[config.mk]
export PLATFORM = sky130hd
export DESIGN_NAME = mem_copy_seq
export DESIGN_NICKNAME = d
export VERILOG_FILES = /design/src/rtl/mcs_pkg.sv /design/src/rtl/mcs_addr_ch.sv /design/src/rtl/mcs_word_cnt.sv /design/src/rtl/mcs_ctrl.sv /design/src/rtl/mem_copy_seq.sv
export SDC_FILE = /design/constraint.sdc
export NUM_CORES = 1
export LEC_CHECK = 0
export BUFFER_PORTS_ARGS = -buffer_cell sky130_fd_sc_hd__clkbuf_2
export CORE_AREA = 3 3 93 103
export DETAILED_ROUTE_END_ITERATION = 10
export DIE_AREA = 0 0 96 106
export PLACE_DENSITY = 0.68
export SETUP_SLACK_MARGIN = 0.4
export SYNTH_ARGS = -nofsm -noshare
export SYNTH_HDL_FRONTEND = slang
export SYNTH_SLANG_ARGS = --single-unit
export TNS_END_PERCENT = 1
[constraint.sdc]
create_clock -name clk_i -period 3.9 [get_ports clk_i]
set_input_delay 0 -clock clk_i [delete_from_list [all_inputs] [get_ports clk_i]]
set_output_delay 0 -clock clk_i [all_outputs]
set_load 0.01 [all_outputs]
[src/rtl/mcs_pkg.sv]
package mcs_pkg;
  typedef enum logic [2:0] {
    ST_IDLE,
    ST_REQ,
    ST_RD_SET,
    ST_RD,
    ST_WR_SET,
    ST_WR,
    ST_DONE
  } mcs_state_e;
endpackage

[src/rtl/mcs_addr_ch.sv]
module mcs_addr_ch #(
  parameter int ADDR_W = 16,
  parameter int PAGE_W = 4,
  localparam int PA_W  = ADDR_W + PAGE_W
) (
  input  logic              clk_i,
  input  logic              rst_ni,
  input  logic              load_i,
  input  logic [ADDR_W-1:0] base_i,
  input  logic [PAGE_W-1:0] page_i,
  input  logic              step_i,
  output logic [PA_W-1:0]   addr_o
);
  logic [ADDR_W-1:0] lo_q;
  logic [PAGE_W-1:0] page_q;

  always_ff @(posedge clk_i or negedge rst_ni) begin
    if (!rst_ni) begin
      lo_q   <= '0;
      page_q <= '0;
    end else if (load_i) begin
      lo_q   <= base_i;
      page_q <= page_i;
    end else if (step_i) begin
      lo_q <= lo_q + 1'b1;  // wraps inside the page, no carry out
    end
  end

  assign addr_o = {page_q, lo_q};

  AST_PAGE_FIXED: assert property (@(posedge clk_i) disable iff (!rst_ni)
    !load_i |=> page_q == $past(page_q)) else $error("page changed");
  AST_LO_WRAP: assert property (@(posedge clk_i) disable iff (!rst_ni)
    (step_i && !load_i && lo_q == '1) |=> lo_q == '0) else $error("no wrap");
endmodule

[src/rtl/mcs_word_cnt.sv]
module mcs_word_cnt #(
  parameter int CNT_W = 16
) (
  input  logic             clk_i,
  input  logic             rst_ni,
  input  logic             load_i,
  input  logic [CNT_W-1:0] count_i,
  input  logic             dec_i,
  output logic             last_o
);
  logic [CNT_W-1:0] cnt_q;

  always_ff @(posedge clk_i or negedge rst_ni) begin
    if (!rst_ni)     cnt_q <= '0;
    else if (load_i) cnt_q <= count_i;
    else if (dec_i)  cnt_q <= cnt_q - 1'b1;
  end

  assign last_o = (cnt_q == CNT_W'(1));

  AST_CNT_NO_UNDERFLOW: assert property (@(posedge clk_i) disable iff (!rst_ni)
    dec_i |-> cnt_q != '0) else $error("count underflow");
endmodule

[src/rtl/mcs_ctrl.sv]
module mcs_ctrl
  import mcs_pkg::*;
(
  input  logic clk_i,
  input  logic rst_ni,
  input  logic start_i,
  input  logic count_nz_i,
  input  logic hgrant_i,
  input  logic eop_i,
  input  logic last_i,
  output logic load_o,
  output logic step_o,
  output logic cap_o,
  output logic addr_en_o,
  output logic sel_dst_o,
  output logic hreq_o,
  output logic rd_o,
  output logic wr_o,
  output logic eop_o
);
  mcs_state_e state_q, state_d;
  logic stop_q;
  logic finish;

  assign finish = last_i | stop_q | eop_i;

  always_comb begin
    state_d = state_q;
    load_o  = 1'b0;
    step_o  = 1'b0;
    cap_o   = 1'b0;
    unique case (state_q)
      ST_IDLE: if (start_i && count_nz_i) begin
        state_d = ST_REQ;
        load_o  = 1'b1;
      end
      ST_REQ:    if (hgrant_i) state_d = ST_RD_SET;
      ST_RD_SET: state_d = ST_RD;
      ST_RD: begin
        cap_o   = 1'b1;
        state_d = ST_WR_SET;
      end
      ST_WR_SET: state_d = ST_WR;
      ST_WR: begin
        step_o  = 1'b1;
        state_d = finish ? ST_DONE : ST_RD_SET;
      end
      ST_DONE: state_d = ST_IDLE;
      default: state_d = ST_IDLE;
    endcase
  end

  always_ff @(posedge clk_i or negedge rst_ni) begin
    if (!rst_ni) begin
      state_q <= ST_IDLE;
      stop_q  <= 1'b0;
    end else begin
      state_q <= state_d;
      if (state_q == ST_IDLE || state_q == ST_DONE) stop_q <= 1'b0;
      else if (eop_i)                               stop_q <= 1'b1;
    end
  end

  assign hreq_o    = (state_q != ST_IDLE) && (state_q != ST_DONE);
  assign rd_o      = (state_q == ST_RD);
  assign wr_o      = (state_q == ST_WR);
  assign eop_o     = (state_q == ST_DONE);
  assign sel_dst_o = (state_q == ST_WR_SET) || (state_q == ST_WR);
  assign addr_en_o = (state_q == ST_RD_SET) || (state_q == ST_RD) || sel_dst_o;

  AST_STROBE_EXCL: assert property (@(posedge clk_i) disable iff (!rst_ni)
    !(rd_o && wr_o)) else $error("rd and wr together");
  AST_RD_ONE_CLK: assert property (@(posedge clk_i) disable iff (!rst_ni)
    rd_o |=> !rd_o) else $error("rd too long");
  AST_WR_ONE_CLK: assert property (@(posedge clk_i) disable iff (!rst_ni)
    wr_o |=> !wr_o) else $error("wr too long");
  AST_GRANTED: assert property (@(posedge clk_i) disable iff (!rst_ni)
    (rd_o || wr_o) |-> (hgrant_i && hreq_o)) else $error("strobe without grant");
  AST_EOP_RELEASE: assert property (@(posedge clk_i) disable iff (!rst_ni)
    eop_o |-> (!hreq_o && $past(wr_o))) else $error("eop not after write");
  AST_STOP_NO_READ: assert property (@(posedge clk_i) disable iff (!rst_ni)
    (wr_o && eop_i) |=> !rd_o) else $error("read after stop");
endmodule

[src/rtl/mem_copy_seq.sv]
module mem_copy_seq #(
  parameter int ADDR_W = 16,
  parameter int PAGE_W = 4,
  parameter int DATA_W = 8,
  parameter int CNT_W  = 16,
  localparam int PA_W  = ADDR_W + PAGE_W
) (
  input  logic              clk_i,
  input  logic              rst_ni,
  input  logic              start_i,
  input  logic [ADDR_W-1:0] src_addr_i,
  input  logic [PAGE_W-1:0] src_page_i,
  input  logic [ADDR_W-1:0] dst_addr_i,
  input  logic [PAGE_W-1:0] dst_page_i,
  input  logic [CNT_W-1:0]  count_i,
  input  logic              hold_src_i,
  input  logic              eop_i,
  output logic              hreq_o,
  input  logic              hgrant_i,
  output logic [PA_W-1:0]   mem_addr_o,
  output logic              mem_rd_o,
  output logic              mem_wr_o,
  input  logic [DATA_W-1:0] mem_rdata_i,
  output logic [DATA_W-1:0] mem_wdata_o,
  output logic              eop_o
);
  logic load, step, cap, addr_en, sel_dst, last;
  logic hold_q;
  logic [DATA_W-1:0] tmp_q;
  logic [PA_W-1:0] src_addr, dst_addr;

  mcs_ctrl u_ctrl (
    .clk_i      (clk_i),
    .rst_ni     (rst_ni),
    .start_i    (start_i),
    .count_nz_i (count_i != '0),
    .hgrant_i   (hgrant_i),
    .eop_i      (eop_i),
    .last_i     (last),
    .load_o     (load),
    .step_o     (step),
    .cap_o      (cap),
    .addr_en_o  (addr_en),
    .sel_dst_o  (sel_dst),
    .hreq_o     (hreq_o),
    .rd_o       (mem_rd_o),
    .wr_o       (mem_wr_o),
    .eop_o      (eop_o)
  );

  mcs_addr_ch #(.ADDR_W(ADDR_W), .PAGE_W(PAGE_W)) u_src_ch (
    .clk_i  (clk_i),
    .rst_ni (rst_ni),
    .load_i (load),
    .base_i (src_addr_i),
    .page_i (src_page_i),
    .step_i (step && !hold_q),
    .addr_o (src_addr)
  );

  mcs_addr_ch #(.ADDR_W(ADDR_W), .PAGE_W(PAGE_W)) u_dst_ch (
    .clk_i  (clk_i),
    .rst_ni (rst_ni),
    .load_i (load),
    .base_i (dst_addr_i),
    .page_i (dst_page_i),
    .step_i (step),
    .addr_o (dst_addr)
  );

  mcs_word_cnt #(.CNT_W(CNT_W)) u_cnt (
    .clk_i   (clk_i),
    .rst_ni  (rst_ni),
    .load_i  (load),
    .count_i (count_i),
    .dec_i   (step),
    .last_o  (last)
  );

  always_ff @(posedge clk_i or negedge rst_ni) begin
    if (!rst_ni) begin
      hold_q <= 1'b0;
      tmp_q  <= '0;
    end else begin
      if (load) hold_q <= hold_src_i;
      if (cap)  tmp_q  <= mem_rdata_i;
    end
  end

  assign mem_addr_o  = !addr_en ? '0 : (sel_dst ? dst_addr : src_addr);
  assign mem_wdata_o = tmp_q;

  AST_ADDR_SETUP: assert property (@(posedge clk_i) disable iff (!rst_ni)
    (mem_rd_o || mem_wr_o) |-> $stable(mem_addr_o)) else $error("addr not set up");
  AST_DATA_PASS: assert property (@(posedge clk_i) disable iff (!rst_ni)
    mem_wr_o |-> mem_wdata_o == $past(mem_rdata_i, 2)) else $error("data changed");
  AST_HOLD_SRC: assert property (@(posedge clk_i) disable iff (!rst_ni)
    (hold_q && !load) |=> $stable(src_addr)) else $error("source moved");
endmodule

==> impl_metrics.json <==
{
  "ctsResizeCount": 0,
  "final_antenna_net_count": 0,
  "skew_ns": 0.0129,
  "crit_start": "u_ctrl.state_q[2]$_DFFE_PN0P_",
  "netlist_top_cells_area": "dfrtp_1, nand2_1, a22o_1",
  "synth-edff-count": 0,
  "rsz0062_at_grt": "false",
  "synth_fp_nets": 486,
  "num_rows": 35,
  "grt_pass1_vias": 3796,
  "vdd_ir_drop_max_mv": 0.415,
  "ys_ff_latch": 69,
  "num-nets-final": 646,
  "clk-insertion-delay-late_ns": 0.36,
  "reg2reg_from": "u_ctrl.state_q[2]$_DFFE_PN0P_",
  "die_y_um": 106,
  "timing.rr.end": "u_dst_ch.lo_q[0]$_DFFE_PN0P_",
  "antenna_found_initial": 0,
  "root_buffer": "clkbuf_8",
  "post-place-ws_ns": 1.57,
  "start_kind": "flip-flop",
  "yosys.area.top_type": "dfrtp_1",
  "drt-vias-per-instance": 5.40,
  "die_w_um": 96,
  "syn2layout_area_growth_pct": 37.9,
  "grt-ovfl-total": 0,
  "setup_viol": 0,
  "antenna_cells": 0,
  "wire_per_inst_um": 15.5,
  "fin_crit_sh_pct": 60.7,
  "fin_crit_ns": 2.37,
  "gp_congestion": 0.937,
  "drive_above_1_share_pct": 25.3,
  "first_pass_iters": 4,
  "slew-limit-headroom_pct": 33.7,
  "critPathMaxFanout": 22,
  "post_cts_buffers": 0,
  "grt_max_degree": 75,
  "fillers": 735,
  "hold_ws_ns": 0.0485,
  "reg2regPathDepth": 3,
  "worstHoldEndpoint": "u_ctrl.state_q[0]$_DFFE_PN0P_",
  "hold_violations": 0,
  "dieArea_um2": 10200,
  "htree_levels": 3,
  "design.portCount": 102,
  "cp.arrival_ns": 2.60,
  "drcViolationCount": 0,
  "finalSetupTns_ns": 0,
  "dp.cells": 604,
  "maxCapViolations": 0,
  "synth_cell_types": 59,
  "syn_area_um2": 3830,
  "grt_first_pass_wirelength_mm": 18.0,
  "hp-start": "start_i",
  "layout.cells.non_filler": 688,
  "worst_slack_ns": 1.53,
  "cts_tree": "done",
  "min_path_cells": 3,
  "maxSlewViolCount": 0,
  "clkTransAtPathRegs_ns": 0.08,
  "power.density_nw_per_um2": 669,
  "synth_ff_type": "dfrtp_1",
  "clock_path_buffers": 2,
  "start_util_pct": 44.9,
  "critPathKind": "reg -> reg",
  "worst_setup_path_end_kind": "flip-flop",
  "yosysSeqAreaShare_pct": 45.0,
  "cts_buffers": 9,
  "routed_wl_mm": 10.7,
  "syn_inst": 412,
  "avgSynthCellArea_um2": 9.31,
  "max_clock_freq_mhz": 422,
  "post-dp-hpwl_mm": 7.27,
  "grt_usage_pct": 22.1,
  "core_um2": 8540,
  "final_core_util_pct": 61.9,
  "power_leakage_nw": 2.39,
  "via_count": 3712,
  "drtIter0Drc": 141,
  "r2r_slack_ns": 1.53,
  "status": "complete, no violations",
  "cts_sinks": 69,
  "port_buffers": 101,
  "worstPathRequired_ns": 4.14,
  "async_reset_ff_share_pct": 100,
  "netlist.area_leader.share_pct": 45.0,
  "ys.warnings.count": 0,
  "worstMarginPinSlew_ns": 0.994,
  "hold_path_class": "in -> reg"
}
## stage by stage
| step | cell area (um2) | power (W) |
|---|---|---|
| after floorplan | 3830 | 0.00237 |
| after global placement | 4380 | 0.00278 |
| after detailed placement | 4380 | 0.00282 |
| after CTS | 5290 | 0.00355 |
| after global routing | 5290 | 0.00381 |
| final | 5290 | 0.00354 |
## placed cells by master, fill, tap and decap left out, types with 5 or more instances in the layout
master,instances
nor4_2,8
a21oi_1,10
mux2_2,8
dfrtp_1,69
inv_1,7
o21ai_1,7
dlygate4sd3_1,68
clkbuf_8,9
nor3_1,12
nand3_1,16
clkbuf_2,100
nand2_1,84
nand4_1,5
xnor2_1,11
nor2_1,19
and3_1,6
a221o_1,5
a22o_1,20
o21ai_0,27
o211ai_1,7
xor2_1,7
## layer usage
| layer | wire length [um] | GRT usage, % | share of wire [%] | up-vias |
|---|---|---|---|---|
| met5 | 0 | 0 | 0 | - |
| met4 | 189 | 6.50 | 1.8 | 0 |
| met3 | 544 | 4.39 | 5.1 | 15 |
| met2 | 5380 | 37.7 | 50 | 105 |
| met1 | 4570 | 27.9 | 43 | 1764 |
| li1 | - | - | - | 1828 |
## layout make-up
type | instances | area, um2 | area share [%]
multi-input cells | 312 | 1950 | 37.0
well taps | 111 | 139 | 2.63
repair buffers | 172 | 1210 | 22.9
inverters | 8 | 30.0 | 0.568
clock inverters | 7 | 104 | 1.96
flip-flops and latches | 69 | 1730 | 32.7
clock buffers | 9 | 124 | 2.34
## where the power goes
group | internal (W) | switching, W
Combinational | 0.000659 | 0.000767
Sequential | 0.00106 | 0.000377
Clock | 0.000369 | 0.000305
## kinds of logic after synthesis
kind of cell / share of synthesized area [%]
xor gates and xnor gates: 4.11
muxes: 2.61
and+or+nand+nor: 23.8
AOI/OAI and AO/OA: 19.2
DFF: 45.0
adders and majority gates: 1.31
buffers and inverters: 3.98
## registers in the layout, summed over array words and instances (netlist names)
signal           count
u_ctrl.stop_q        1
mem_wdata_o          8
hold_q               1
u_dst_ch.lo_q       16
u_cnt.cnt_q         16
u_src_ch.lo_q       16
u_ctrl.state_q       3
u_src_ch.page_q      4
u_dst_ch.page_q      4
## repair_timing
action | 4_1_cts | 5_1_grt
hold endpoints to repair | 110 | 0
endpoints found under the setup margin | 0 | 0
hold buffers | 68 | 0
## how the worst max path moves through the flow
stage	slack, ns	depth (start not counted)	endpoint
final	1.53	3	u_dst_ch.lo_q[0]$_DFFE_PN0P_
after global routing	1.37	3	u_dst_ch.lo_q[0]$_DFFE_PN0P_
after CTS	1.54	3	u_dst_ch.lo_q[0]$_DFFE_PN0P_
after detailed placement	1.57	3	u_dst_ch.lo_q[0]$_DFFE_PN0P_
after global placement	1.68	3	u_dst_ch.lo_q[0]$_DFFE_PN0P_
after floorplan	2.27	6	u_cnt.cnt_q[9]$_DFFE_PN0P_
## worst max-delay path: stages (launching register included)
cell     delay, ns
dfrtp_1       0.51
nor3_1        0.43
nand3_1       0.74
o221a_2       0.57
## Yosys cell counts, types with 5 or more instances
library cell and instances:
nor4_2 8, mux2_2 8, nand2_1 84, nor2_1 19
a221o_1 5, buf_2 11, nand4_1 5, nor3_1 12
clkbuf_1 7, o21ai_1 7, xnor2_1 11, dfrtp_1 69
inv_1 7, o211ai_1 7, o21ai_0 27, xor2_1 7
a21oi_1 10, and3_1 6, nand3_1 16, a22o_1 20
Power figures use the tool's default switching activity.
